[src/rtl/errsig_pkg.sv]
package errsig_pkg;

    parameter int unsigned ERR_W = 32;

    typedef logic [ERR_W-1:0] errvec_t;

    typedef enum logic [1:0] {
        SEV_NONE     = 2'b00,
        SEV_COR      = 2'b01,
        SEV_NONFATAL = 2'b10,
        SEV_FATAL    = 2'b11
    } sev_e;

    // Qualified request, produced by err_qualify
    typedef struct packed {
        logic    ok;
        logic    bad;
        logic    corr;
        logic    adv;
        logic    ur;
        logic    fatal;
        errvec_t bits;
    } qual_t;

    // Per-request outcome, registered at the top
    typedef struct packed {
        logic    reject;
        logic    cor_det;
        logic    nonfatal_det;
        logic    fatal_det;
        logic    ur_det;
        errvec_t cor_set;
        errvec_t unc_set;
        logic    log_req;
        errvec_t log_bits;
        logic    msg;
        sev_e    sev;
    } verdict_t;

    function automatic logic exactly_one(errvec_t v);
        return (v != '0) && ((v & (v - errvec_t'(1))) == '0);
    endfunction

endpackage

[src/rtl/err_qualify.sv]
module err_qualify
    import errsig_pkg::*;
#(
    parameter errvec_t     COR_SUPPORTED = 32'h0000_F1C1,
    parameter errvec_t     UNC_SUPPORTED = 32'h03FF_F030,
    parameter int unsigned UR_BIT        = 20
) (
    input  logic    valid,
    input  errvec_t status,
    input  logic    correctable,
    input  logic    advisory,
    input  errvec_t severity,
    output qual_t   q
);
    errvec_t bits;
    logic    single;
    logic    fatal;

    always_comb begin
        bits   = status & (correctable ? COR_SUPPORTED : UNC_SUPPORTED);
        single = exactly_one(bits);
        fatal  = !correctable && ((bits & severity) != '0);
        q.ok    = valid && single;
        q.bad   = valid && !single;
        q.corr  = correctable;
        q.fatal = fatal;
        q.ur    = !correctable && bits[UR_BIT];
        q.adv   = advisory && !correctable && !fatal;
        q.bits  = bits;
    end
endmodule

[src/rtl/err_decide.sv]
module err_decide
    import errsig_pkg::*;
#(
    parameter int unsigned ADV_BIT = 13
) (
    input  qual_t    q,
    input  errvec_t  unc_mask,
    input  errvec_t  cor_mask,
    input  logic     en_cor,
    input  logic     en_nonfatal,
    input  logic     en_fatal,
    input  logic     en_ur,
    input  logic     serr,
    output verdict_t v
);
    localparam errvec_t ADV_ONEHOT = errvec_t'(1) << ADV_BIT;

    errvec_t cor_bit;
    logic    unc_open;
    logic    class_en;

    always_comb begin
        v        = '0;
        v.sev    = SEV_NONE;
        cor_bit  = q.corr ? q.bits : ADV_ONEHOT;
        unc_open = (unc_mask & q.bits) == '0;
        class_en = serr || (q.fatal ? en_fatal : en_nonfatal);
        if (q.bad) begin
            v.reject = 1'b1;
        end else if (q.ok) begin
            if (q.corr || q.adv) begin
                // correctable path, including the advisory conversion
                v.cor_det = 1'b1;
                v.ur_det  = q.ur;
                v.cor_set = cor_bit;
                if ((cor_mask & cor_bit) == '0) begin
                    if (q.adv && unc_open) begin
                        v.log_req  = 1'b1;
                        v.log_bits = q.bits;
                        v.unc_set  = q.bits;
                    end
                    if ((!q.ur || en_ur) && en_cor) begin
                        v.msg = 1'b1;
                        v.sev = SEV_COR;
                    end
                end
            end else begin
                v.fatal_det    = q.fatal;
                v.nonfatal_det = !q.fatal;
                v.ur_det       = q.ur;
                v.unc_set      = q.bits;
                if (unc_open) begin
                    v.log_req  = 1'b1;
                    v.log_bits = q.bits;
                    if (!(q.ur && !en_ur && !serr) && class_en) begin
                        v.msg = 1'b1;
                        v.sev = q.fatal ? SEV_FATAL : SEV_NONFATAL;
                    end
                end
            end
        end
    end
endmodule

[src/rtl/errsig_unit.sv]
module errsig_unit
    import errsig_pkg::*;
#(
    parameter errvec_t     COR_SUPPORTED = 32'h0000_F1C1,
    parameter errvec_t     UNC_SUPPORTED = 32'h03FF_F030,
    parameter int unsigned UR_BIT        = 20,
    parameter int unsigned ADV_BIT       = 13
) (
    input  logic             clk,
    input  logic             rst,
    input  logic             req_valid,
    input  logic [ERR_W-1:0] req_status,
    input  logic             req_correctable,
    input  logic             req_advisory,
    input  logic [ERR_W-1:0] unc_mask,
    input  logic [ERR_W-1:0] unc_severity,
    input  logic [ERR_W-1:0] cor_mask,
    input  logic             en_cor_report,
    input  logic             en_nonfatal_report,
    input  logic             en_fatal_report,
    input  logic             en_ur_report,
    input  logic             sys_err_en,
    output logic             req_reject,
    output logic             sta_cor_det,
    output logic             sta_nonfatal_det,
    output logic             sta_fatal_det,
    output logic             sta_ur_det,
    output logic [ERR_W-1:0] cor_status_set,
    output logic [ERR_W-1:0] unc_status_set,
    output logic             log_valid,
    output logic [ERR_W-1:0] log_status,
    output logic             msg_valid,
    output logic [1:0]       msg_severity
);
    qual_t    qual;
    verdict_t next_v;
    verdict_t out_q;

    err_qualify #(
        .COR_SUPPORTED(COR_SUPPORTED),
        .UNC_SUPPORTED(UNC_SUPPORTED),
        .UR_BIT       (UR_BIT)
    ) u_qualify (
        .valid      (req_valid),
        .status     (req_status),
        .correctable(req_correctable),
        .advisory   (req_advisory),
        .severity   (unc_severity),
        .q          (qual)
    );

    err_decide #(
        .ADV_BIT(ADV_BIT)
    ) u_decide (
        .q          (qual),
        .unc_mask   (unc_mask),
        .cor_mask   (cor_mask),
        .en_cor     (en_cor_report),
        .en_nonfatal(en_nonfatal_report),
        .en_fatal   (en_fatal_report),
        .en_ur      (en_ur_report),
        .serr       (sys_err_en),
        .v          (next_v)
    );

    always_ff @(posedge clk) begin
        if (rst) out_q <= '0;
        else     out_q <= next_v;
    end

    assign req_reject       = out_q.reject;
    assign sta_cor_det      = out_q.cor_det;
    assign sta_nonfatal_det = out_q.nonfatal_det;
    assign sta_fatal_det    = out_q.fatal_det;
    assign sta_ur_det       = out_q.ur_det;
    assign cor_status_set   = out_q.cor_set;
    assign unc_status_set   = out_q.unc_set;
    assign log_valid        = out_q.log_req;
    assign log_status       = out_q.log_bits;
    assign msg_valid        = out_q.msg;
    assign msg_severity     = out_q.sev;
endmodule

[config.mk]
export PLATFORM = sky130hd
export DESIGN_NAME = errsig_unit
export DESIGN_NICKNAME = d
export VERILOG_FILES = /design/src/rtl/errsig_pkg.sv /design/src/rtl/err_qualify.sv /design/src/rtl/err_decide.sv /design/src/rtl/errsig_unit.sv
export SDC_FILE = /design/constraint.sdc
export NUM_CORES = 1
export LEC_CHECK = 0
export ABC_AREA = 1
export BUFFER_PORTS_ARGS = -buffer_cell sky130_fd_sc_hd__buf_2
export CORE_AREA = 4 4 91 93
export DETAILED_ROUTE_END_ITERATION = 16
export DIE_AREA = 0 0 95 97
export HOLD_SLACK_MARGIN = 0.12
export PLACE_DENSITY = 0.84
export SLEW_MARGIN = 15
export SYNTH_ARGS = -nofsm -noshare
export SYNTH_HDL_FRONTEND = slang
export SYNTH_SLANG_ARGS = --single-unit
[constraint.sdc]
create_clock -name clk -period 3.1 [get_ports clk]
set_clock_uncertainty 0.1 [all_clocks]
set_input_delay 0.31 -clock clk [delete_from_list [all_inputs] [get_ports clk]]
set_output_delay 0.31 -clock clk [all_outputs]
set_load 0.1 [all_outputs]
==> results.md, run 1 <==
- Initial core utilization: 0.4176
- First-pass GRT wire length: 13.97 mm
- First-pass iteration count of the detailed router: 4
- DRC viols: 0
- Worst Tran Pin Value: 508.0 ps
- Setup WS post-layout: 1043 ps
- Hold Vio Cnt, Final: 0
- HP Class: primary input to flip-flop
- Seq/Total Area, Yosys: 0.4395
- Vias in the first global route: 3099
- Clock Sinks: 69
- CP endpoint kind: flip-flop
- Total power: 2.157 mW
- Max-Cap Viols: 0
- Buf/Inv on CP: 5
- Mapped Cells: 426
- # rows: 32
- CP required: 3280 ps
- Hold buffers post-CTS: 0
- Clock buffer depth: 2
- Setup violations, final: 0
- Layout cells sized above 1: 0.3350
- Chip width: 95 um
- Synth warn: 0
- Area of the mapped netlist: 0.003143 sq mm
- DR vias/cell: 4.474
- Compound-cell area share of the yosys netlist: 0.02588
- First DRT Iteration DRCs: 154
- PortBufs: 146
- Post-DRT Antenna Nets: 0
- Die Area: 0.009215 sq mm
- Per-cell routed wire length: 12.91 um
- Via count: 3141
- Setup TNS Final: 0 ps
- Worst path most repeated cell: nand2_1
- CP Depth: 16
- Worst-path fanout max: 23
- DP Wirelength: 7.253 mm
- Max Slew Vio Count: 0
- Relative slew slack: 0.6601
- Post-CTS sizing: 0
- Final wirelength: 9.066 mm
- Synth-to-Final Area Change: 30.06%
- Ports: 243
- Post-synth cell types: 26
- CTS tree: built
- Crit. Startpoint: req_correctable
- Worst vdd ir: 0.0002020 V
- Overall die height: 97 um
- Crit path DAT: 2240 ps
- H-tree levels: 3
- Crit-path cells: buf_2 > buf_4 > nand2_1 > inv_1 > nor2_1 > nand2_1 > nand2_1 > nand2_1 > nor2_1 > nand2_1 > nor2_1 > nand4_1 > buf_4 > nor2_1 > nand2_1 > inv_1
- Core footprint: 0.007527 sq mm
- WS Path Type: primary input to flip-flop
- Hold-critical path depth: 3
- CP startpoint kind: primary input
- Placed instance area: 0.003889 sq mm
- Min Clock Period, post-route: 2057 ps
- Combinational family with the most area after synthesis: simple AND/OR/NAND/NOR gates
- Root buf cell: clkbuf_8
- Post-synthesis register bit count: 69
- Setup WS pre-CTS: 734.3 ps
- Hold_sp: req_status[13]
- Initial antenna violation count: 0
- CP delay by family, top: simple AND/OR/NAND/NOR gates
- Max Clk Rate: 486.0 MHz
- Cts bufs inserted: 9
- Post-route cell area: 0.004088 sq mm
- Delay of the slowest critical-path stage: 270 ps
- Status: complete, no violations
- PwrDens: 527.6 mW/mm^2
- Post-Synth Simple-Gate Area: 0.3758
- Leak pwr: 2.278 nW
- Synth Area in XOR/XNOR: 0
- Post-CTS setup buffer count: 0
- Post-synthesis adder-cell area fraction: 0
- Antenna cells: 0
- Gr ovfl total: 0
- Synth Area per Inst: 7.378 sq um
- Slowest CP cell: buf_4
- Nets: 733
- RSZ-0062 raised after global routing: no
- CTS clock-pin slew for the worst setup and hold paths: 70 ps
- Mux contribution to synthesized area: 0
- Gr usage total: 0.1922
- Post-route clock period utilization: 0.6637
- Gpl congestion: 0.8376
- Largest net degree at the start of global routing: 25
cell families after synthesis:
group,after synthesis
compound gates,14
buf+inv,85
flops,69
simple gates,257
other cells,1
state kept, by name, summed over array words and instances (netlist names):
name              count
sta_nonfatal_det      1
log_status           20
sta_cor_det           1
unc_status_set       20
log_valid             1
msg_valid             1
cor_status_set       20
req_reject            1
sta_fatal_det         1
sta_ur_det            1
msg_severity          2
tightest hold or removal path: cells and delay by family:
kind | cells | cell delay (ps)
and+or+nand+nor | 2 | 120
buffers and inverters | 1 | 170
Yosys cell counts (all sizes together):
library cell,n,share of area
nand2,126,0.16
nand3,32,0.054
nand3b,2,0.0048
a21oi,1,0.0016
nor3b,6,0.021
o21ai,13,0.024
dfxtp,69,0.44
clkbuf,3,0.0036
conb,1,0.0012
inv,37,0.044
nand4,7,0.014
nor2,67,0.086
nor3,17,0.040
buf,45,0.11
area by class of cell:
class                   instances  area, sq um
multi-input cells             327         1473
repair buffers                151        768.2
fillers                       753         3440
well taps                     102        127.6
clock buffers                  10        137.6
clock inverters                 6        61.31
flip-flops and latches         69         1381
inverters                      37        138.9
per-stage QoR:
step	utilization	hold slack [ps]	cells
floorplan	-	354.0	481
global placement	0.5166	552.8	686
detailed placement	0.5166	551.2	686
CTS	0.5431	196.2	702
global route	0.5431	234.8	702
finish	0.5431	214.1	702
per-layer routing:
metal / wire [um] / global-route usage / vias to the layer above / share of wire
met2: 4415 / 0.3389 / 184 / 0.49
li1: - / - / 1567 / -
met3: 1004 / 0.05054 / 19 / 0.11
met1: 3379 / 0.2075 / 1371 / 0.37
met4: 266 / 0.09434 / 0 / 0.029
met5: 0 / 0 / - / 0
where the power goes:
group          internal [mW]  switching [mW]  total (mW)
Combinational         0.0895           0.434       0.523
Clock                  0.392           0.338       0.730
Sequential             0.900         0.00271       0.903
placed cells by master (no fill, tap or decap), drive strengths merged:
cell type	count
buf	151
nand2	126
dfxtp	69
nor2	67
conb	56
inv	38
nand3	32
nor3	17
o21ai	13
clkbuf	10
nand4	7
nor3b	6
clkinv	3
nand3b	2
a21oi	1
bufinv	1
clkinvlp	1
worst paths after layout:
check                                 to  slack [ps]
worst min-delay path  unc_status_set[13]         210
worst max-delay path     msg_severity[1]        1040
Note: power is estimated with default switching activity, not from simulation.
==> inputs of run 2 (changes only) <==
--- a/config.mk
+++ b/config.mk
@@ -7,11 +7,11 @@
 export LEC_CHECK = 0
 export ABC_AREA = 1
 export BUFFER_PORTS_ARGS = -buffer_cell sky130_fd_sc_hd__buf_2
-export CORE_AREA = 4 4 91 93
+export CORE_AREA = 4 4 94 96
 export DETAILED_ROUTE_END_ITERATION = 16
-export DIE_AREA = 0 0 95 97
+export DIE_AREA = 0 0 98 100
 export HOLD_SLACK_MARGIN = 0.12
-export PLACE_DENSITY = 0.84
+export PLACE_DENSITY = 0.79
 export SLEW_MARGIN = 15
 export SYNTH_ARGS = -nofsm -noshare
 export SYNTH_HDL_FRONTEND = slang
==> constraint.sdc (replaced) <==
create_clock -name clk -period 2.1 [get_ports clk]
set_clock_uncertainty 0.1 [all_clocks]
set_input_delay 0.21 -clock clk [delete_from_list [all_inputs] [get_ports clk]]
set_output_delay 0.21 -clock clk [all_outputs]
set_load 0.1 [all_outputs]
==> results.md, run 2 (synthesized netlist as in run 1, its figures left out) <==
- Final wirelength: 9.095 mm (was 9.066 mm)
- Most frequent cells in the layout: buf_2 (146), nand2_1 (120), dfxtp_1 (69) (unchanged)
- Via count: 3191 (was 3141)
- Clock Sinks: 69 (unchanged)
- Synth-to-Final Area Change: 35.63% (was 30.06%)
- Per-cell routed wire length: 12.53 um (was 12.91 um)
- Root buf cell: clkbuf_8 (unchanged)
- HP Class: primary input to flip-flop (unchanged)
- Vias in the first global route: 3007 (was 3099)
- Post-CTS setup buffer count: 0 (unchanged)
- Crit. Startpoint: req_correctable (unchanged)
- Status: complete, no violations (unchanged)
- Min Clock Period, post-route: 1839 ps
- Layout cells sized above 1: 0.3575 (was 0.3350)
- CP delay by family, top: simple AND/OR/NAND/NOR gates (unchanged)
- Buf/Inv on CP: 3 (was 5)
- Hold Vio Cnt, Final: 0 (unchanged)
- DR vias/cell: 4.395 (was 4.474)
- Flop pwr share: 0.416 (was 0.419)
- Gpl congestion: 0.9466 (was 0.8376)
- Worst vdd ir: 0.0003576 V (was 0.0002020 V)
- First-pass iteration count of the detailed router: 5 (was 4)
- Post-DRT Antenna Nets: 0 (unchanged)
- Switching Share: 0.3549 (was 0.3593)
- Antenna cells: 0 (unchanged)
- DP Wirelength: 7.494 mm (was 7.253 mm)
- Total power: 3.204 mW (was 2.157 mW)
- CTS clock-pin slew for the worst setup and hold paths: 70 ps (about the same)
- Nets: 754 (was 733)
- Worst-path fanout max: 19 (was 23)
- Hold buffers post-CTS: 0 (unchanged)
- CTS tree: built (unchanged)
- Overall die height: 100 um (was 97 um)
- PwrDens: 751.6 mW/mm^2 (was 527.6 mW/mm^2)
- Setup violations, final: 0 (unchanged)
- Post-CTS sizing: 0 (unchanged)
- WHS: 128.6 ps (was 214.1 ps)
- CP startpoint kind: primary input (unchanged)
- CP endpoint kind: flip-flop (unchanged)
- Gr usage total: 0.1804 (was 0.1922)
- Largest net degree at the start of global routing: 39 (was 25)
- Ports: 243 (unchanged)
- Delay of the slowest critical-path stage: 250 ps (was 270 ps)
- Hold_sp: req_status[20] (was req_status[13])
- Commonest non-fill, non-tap cell in the layout: buf_2 (unchanged)
- Cts bufs inserted: 9 (unchanged)
- P_int: 2.067 mW (was 1.382 mW)
- PortBufs: 146 (unchanged)
- Comb power frac: 0.251 (was 0.243)
- Initial core utilization: 0.3904 (was 0.4176)
- Gr ovfl total: 0 (unchanged)
- Crit path DAT: 2000 ps (was 2240 ps)
- RSZ-0062 raised after global routing: no (unchanged)
- Fillers: 806 (was 753)
- Max Slew Vio Count: 0 (unchanged)
- Switching power of the nets: 1.137 mW (was 0.7749 mW)
- CP required: 2260 ps (was 3280 ps)
- Worst path most repeated cell: nand2_1 (unchanged)
- First DRT Iteration DRCs: 123 (was 154)
- Setup WS post-layout: 261.2 ps (was 1043 ps)
- Crit-path cells: buf_2 > inv_2 > nand2_2 > nand2_1 > inv_1 > nand2_1 > nor2_1 > nand2_1 > nand2_1 > nand2_1 > nor2_1 > nand3_1 > nor2_2 > nand2_1 > nor2_1 (was buf_2 > buf_4 > nand2_1 > inv_1 > nor2_1 > nand2_1 > nand2_1 > nand2_1 > nor2_1 > nand2_1 > nor2_1 > nand4_1 > buf_4 > nor2_1 > nand2_1 > inv_1)
- Setup WS pre-CTS: -67.29 ps (was 734.3 ps)
- WS Path Type: primary input to flip-flop (unchanged)
- Chip width: 98 um (was 95 um)
- H-tree levels: 3 (unchanged)
- Initial antenna violation count: 0 (unchanged)
- Die Area: 0.009800 sq mm (was 0.009215 sq mm)
- # rows: 33 (was 32)
- Clock Power Share: 0.333 (was 0.339)
- Clock buffer depth: 2 (unchanged)
- Max Clk Rate: 543.8 MHz
- Core footprint: 0.008051 sq mm (was 0.007527 sq mm)
- Setup TNS Final: 0 ps (unchanged)
- Leak pwr: 2.388 nW (was 2.278 nW)
- Slowest CP cell: nor2_2 (was buf_4)
- Max-Cap Viols: 0 (unchanged)
- First-pass GRT wire length: 14.06 mm (was 13.97 mm)
- Post-route clock period utilization: 0.8756
- DRC viols: 0 (unchanged)
run 2: cell count changes in the layout (fill, tap and decap cells not counted), sizes merged:
cell      previous run  this run
buf                151       172
clkinv               3         5
clkinvlp             1         0
inv                 38        37
run 2: final cells by class:
cell class	instances	area [sq um]	share of cell area
Sequential cell	69	1381	0.3240
Inverter	37	138.9	0.03258
Clock buffer	10	137.6	0.03229
Multi-Input combinational cell	327	1473	0.3455
Tap cell	105	131.4	0.03082
Clock inverter	6	62.56	0.01468
Timing Repair Buffer	172	938.4	0.2201
run 2: final timing paths:
kind | to | depth (start not counted)
worst min-delay path | sta_ur_det | 3
worst max-delay path | cor_status_set[15] | 15
run 2: stage by stage:
step | std cells | util | instance area (sq um)
6_report | 726 | 0.5294 | 4263
5_1_grt | 726 | 0.5294 | 4263
4_1_cts | 726 | 0.5294 | 4263
3_5_place_dp | 710 | 0.5046 | 4063
3_3_place_gp | 710 | 0.5046 | 4063
2_1_floorplan | 481 | - | 3349
run 2: power groups by stage:
stage	sequential, mW	combinational, mW	clock [mW]
2_1_floorplan	1.52	0.512	0
3_3_place_gp	1.36	0.797	0
3_5_place_dp	1.36	0.801	0
4_1_cts	1.33	0.802	1.08
5_1_grt	1.34	0.854	1.15
6_report	1.33	0.804	1.07
run 2: metal layers:
metal | GRT usage | vias up | wire [um]
met5 | 0 | - | 0
met4 | 0.05857 | 0 | 195
met3 | 0.04309 | 21 | 787
met2 | 0.3267 | 162 | 4429
met1 | 0.2096 | 1399 | 3682
li1 | - | 1609 | -
==> inputs of run 3 (changes only) <==
--- a/config.mk
+++ b/config.mk
@@ -7,11 +7,13 @@
 export LEC_CHECK = 0
 export ABC_AREA = 1
 export BUFFER_PORTS_ARGS = -buffer_cell sky130_fd_sc_hd__buf_2
-export CORE_AREA = 4 4 94 96
+export CELL_PAD_IN_SITES_DETAIL_PLACEMENT = 0
+export CELL_PAD_IN_SITES_GLOBAL_PLACEMENT = 1
+export CORE_AREA = 4 4 115 117
 export DETAILED_ROUTE_END_ITERATION = 16
-export DIE_AREA = 0 0 98 100
+export DIE_AREA = 0 0 119 121
 export HOLD_SLACK_MARGIN = 0.12
-export PLACE_DENSITY = 0.79
+export PLACE_DENSITY_LB_ADDON = 0.1
 export SLEW_MARGIN = 15
 export SYNTH_ARGS = -nofsm -noshare
 export SYNTH_HDL_FRONTEND = slang
==> results.md, run 3 (synthesized netlist as in run 1, its figures left out) <==
- Gpl congestion: 0.7863 (was 0.9466)
- PwrDens: 803.4 mW/mm^2 (was 751.6 mW/mm^2)
- Reg area: 0.001381 sq mm (unchanged)
- Die Area: 0.01440 sq mm (was 0.009800 sq mm)
- Hold-critical path depth: 3 (unchanged)
- Overall die height: 121 um (was 100 um)
- First-pass GRT wire length: 15.64 mm (was 14.06 mm)
- Multi-input gate area: 0.001473 sq mm (unchanged)
- Synth-to-Final Area Change: 45.86% (was 35.63%)
- RSZ-0062 raised after global routing: no (unchanged)
- PortBufs: 146 (unchanged)
- Gr usage total: 0.1423 (was 0.1804)
- CP endpoint kind: flip-flop (unchanged)
- # rows: 41 (was 33)
- Post-DRT Antenna Nets: 0 (unchanged)
- Clock Sinks: 69 (unchanged)
- Cts bufs inserted: 9 (unchanged)
- Via count: 3131 (was 3191)
- Max Slew Vio Count: 0 (unchanged)
- CTS tree: built (unchanged)
- Worst vdd ir: 0.0003450 V (was 0.0003576 V)
- Final wirelength: 10.10 mm (was 9.095 mm)
- Post-route clock period utilization: 0.8871 (was 0.8756)
- WS Path Type: primary input to flip-flop (unchanged)
- WHS: 133.6 ps (was 128.6 ps)
- Commonest non-fill, non-tap cell in the layout: buf_2 (unchanged)
- Worst-path fanout max: 38 (was 19)
- H-tree levels: 3 (unchanged)
- Gr ovfl total: 0 (unchanged)
- Layout cells sized above 1: 0.3746 (was 0.3575)
- Hold Vio Cnt, Final: 0 (unchanged)
- Root buf cell: clkbuf_16 (was clkbuf_8)
- Endpoint, Worst Hold: unc_status_set[12] (was sta_ur_det)
- Vias in the first global route: 3064 (was 3007)
- Initial antenna violation count: 0 (unchanged)
- Leak pwr: 2.521 nW (was 2.388 nW)
- Status: complete, no violations (unchanged)
- Chip width: 119 um (was 98 um)
- Post-CTS setup buffer count: 0 (unchanged)
- Met1 wire length: 4.379 mm (was 3.682 mm)
- Setup WS pre-CTS: -93.04 ps (was -67.29 ps)
- Post-CTS sizing: 0 (unchanged)
- Post-route cell area: 0.004584 sq mm (was 0.004263 sq mm)
- Ports: 243 (unchanged)
- Most frequent cells in the layout: buf_2 (146), nand2_1 (120), dfxtp_1 (69) (unchanged)
- HP Class: primary input to flip-flop (unchanged)
- DP Wirelength: 8.582 mm (was 7.494 mm)
- Placed instance area: 0.004274 sq mm (was 0.004063 sq mm)
- Max Clk Rate: 536.8 MHz (was 543.8 MHz)
- Setup WS post-layout: 237.1 ps (was 261.2 ps)
- Per-cell routed wire length: 12.47 um (was 12.53 um)
- Clock buffer depth: 2 (unchanged)
- Min Clock Period, post-route: 1863 ps (was 1839 ps)
- CP startpoint kind: primary input (unchanged)
- Hold buffers post-CTS: 0 (unchanged)
- Routed met3 length: 614 um (was 787 um)
- Crit-path cells: buf_2 > inv_2 > buf_4 > o21ai_2 > nand2_1 > nor2_1 > nand3_1 > nand2_1 > nand2_1 > nor2_1 > nand4_1 > buf_12 > nor2_1 > nand2_1 > nand2_1 (was buf_2 > inv_2 > nand2_2 > nand2_1 > inv_1 > nand2_1 > nor2_1 > nand2_1 > nand2_1 > nand2_1 > nor2_1 > nand3_1 > nor2_2 > nand2_1 > nor2_1)
- Worst path most repeated cell: nand2_1 (unchanged)
- Largest net degree at the start of global routing: 39 (unchanged)
- Total power: 3.683 mW (was 3.204 mW)
- Core footprint: 0.01236 sq mm (was 0.008051 sq mm)
- DR vias/cell: 3.865 (was 4.395)
- DRC viols: 0 (unchanged)
- Hold_sp: req_status[12] (was req_status[20])
- Delay of the slowest critical-path stage: 210 ps (was 250 ps)
- Crit path DAT: 2030 ps (was 2000 ps)
- Top Metal Used: met4 (unchanged)
- Initial core utilization: 0.2542 (was 0.3904)
- CTS clock-pin slew for the worst setup and hold paths: 50 ps (was 70 ps)
- Nets: 771 (was 754)
- Fillers: 1347 (was 806)
- Antenna cells: 0 (unchanged)
- Routed wl met2: 4.974 mm (was 4.429 mm)
- First-pass iteration count of the detailed router: 4 (was 5)
- Setup violations, final: 0 (unchanged)
- Max-Cap Viols: 0 (unchanged)
- First DRT Iteration DRCs: 98 (was 123)
- Slowest CP cell: buf_12 (was nor2_2)
- CP required: 2270 ps (was 2260 ps)
[run 3: cell count changes in the layout (fill, tap and decap cells not counted)]
cell | previous run | this run
clkinv_2 | 3 | 2
inv_6 | 0 | 1
clkbuf_8 | 10 | 2
buf_4 | 25 | 42
clkbuf_16 | 0 | 9
clkinv_4 | 2 | 1
[run 3: worst max path at each step]
| stage | endpoint | cells after the start | slack, ps | start |
|---|---|---|---|---|
| 5_1_grt | msg_valid | 15 | 20 | req_correctable |
| 4_1_cts | log_status[20] | 15 | 250 | req_correctable |
| 3_5_place_dp | log_status[20] | 15 | -90 | req_correctable |
| 3_3_place_gp | log_status[20] | 15 | -100 | req_correctable |
| 6_report | msg_valid | 15 | 240 | req_correctable |
| 2_1_floorplan | unc_status_set[5] | 12 | 310 | req_status[14] |
[run 3: layout make-up]
cell class,instances,share of cell area
clock buffer,11,0.05513
clock inverter,5,0.01255
inverter,37,0.03029
multi-input combinational,327,0.3212
sequential,69,0.3013
tap,172,0.04694
timing repair buffer,189,0.2325
[run 3: where the power goes]
| group | switching, mW | internal (mW) | leakage [nW] |
|---|---|---|---|
| logic | 0.653 | 0.178 | 1.80 |
| clock network | 0.533 | 0.984 | 0.156 |
| registers | 0.00409 | 1.33 | 0.563 |
| total | 1.19 | 2.49 | 2.52 |
[run 3: worst max-delay path, delay by kind of cell]
kind,cells,cell delay [ps]
AO/OA/AOI/OAI,1,100
buffers and inverters,4,720
AND/OR/NAND/NOR,10,970
[run 3: per-layer routing]
layer  GRT usage  vias to the layer above
met5           0                        -
met4     0.04634                        0
met3     0.03823                       13
met2      0.2398                      105
met1      0.1764                     1361
li1            -                     1652
[run 3: per-stage QoR]
stage / util / setup TNS [ps] / instances
3_3_place_gp: 0.3457 / -1674 / 794
6_report: 0.3708 / 0 / 810
3_5_place_dp: 0.3457 / -1784 / 794
2_1_floorplan: - / 0 / 481
4_1_cts: 0.3708 / 0 / 810
5_1_grt: 0.3708 / 0 / 810
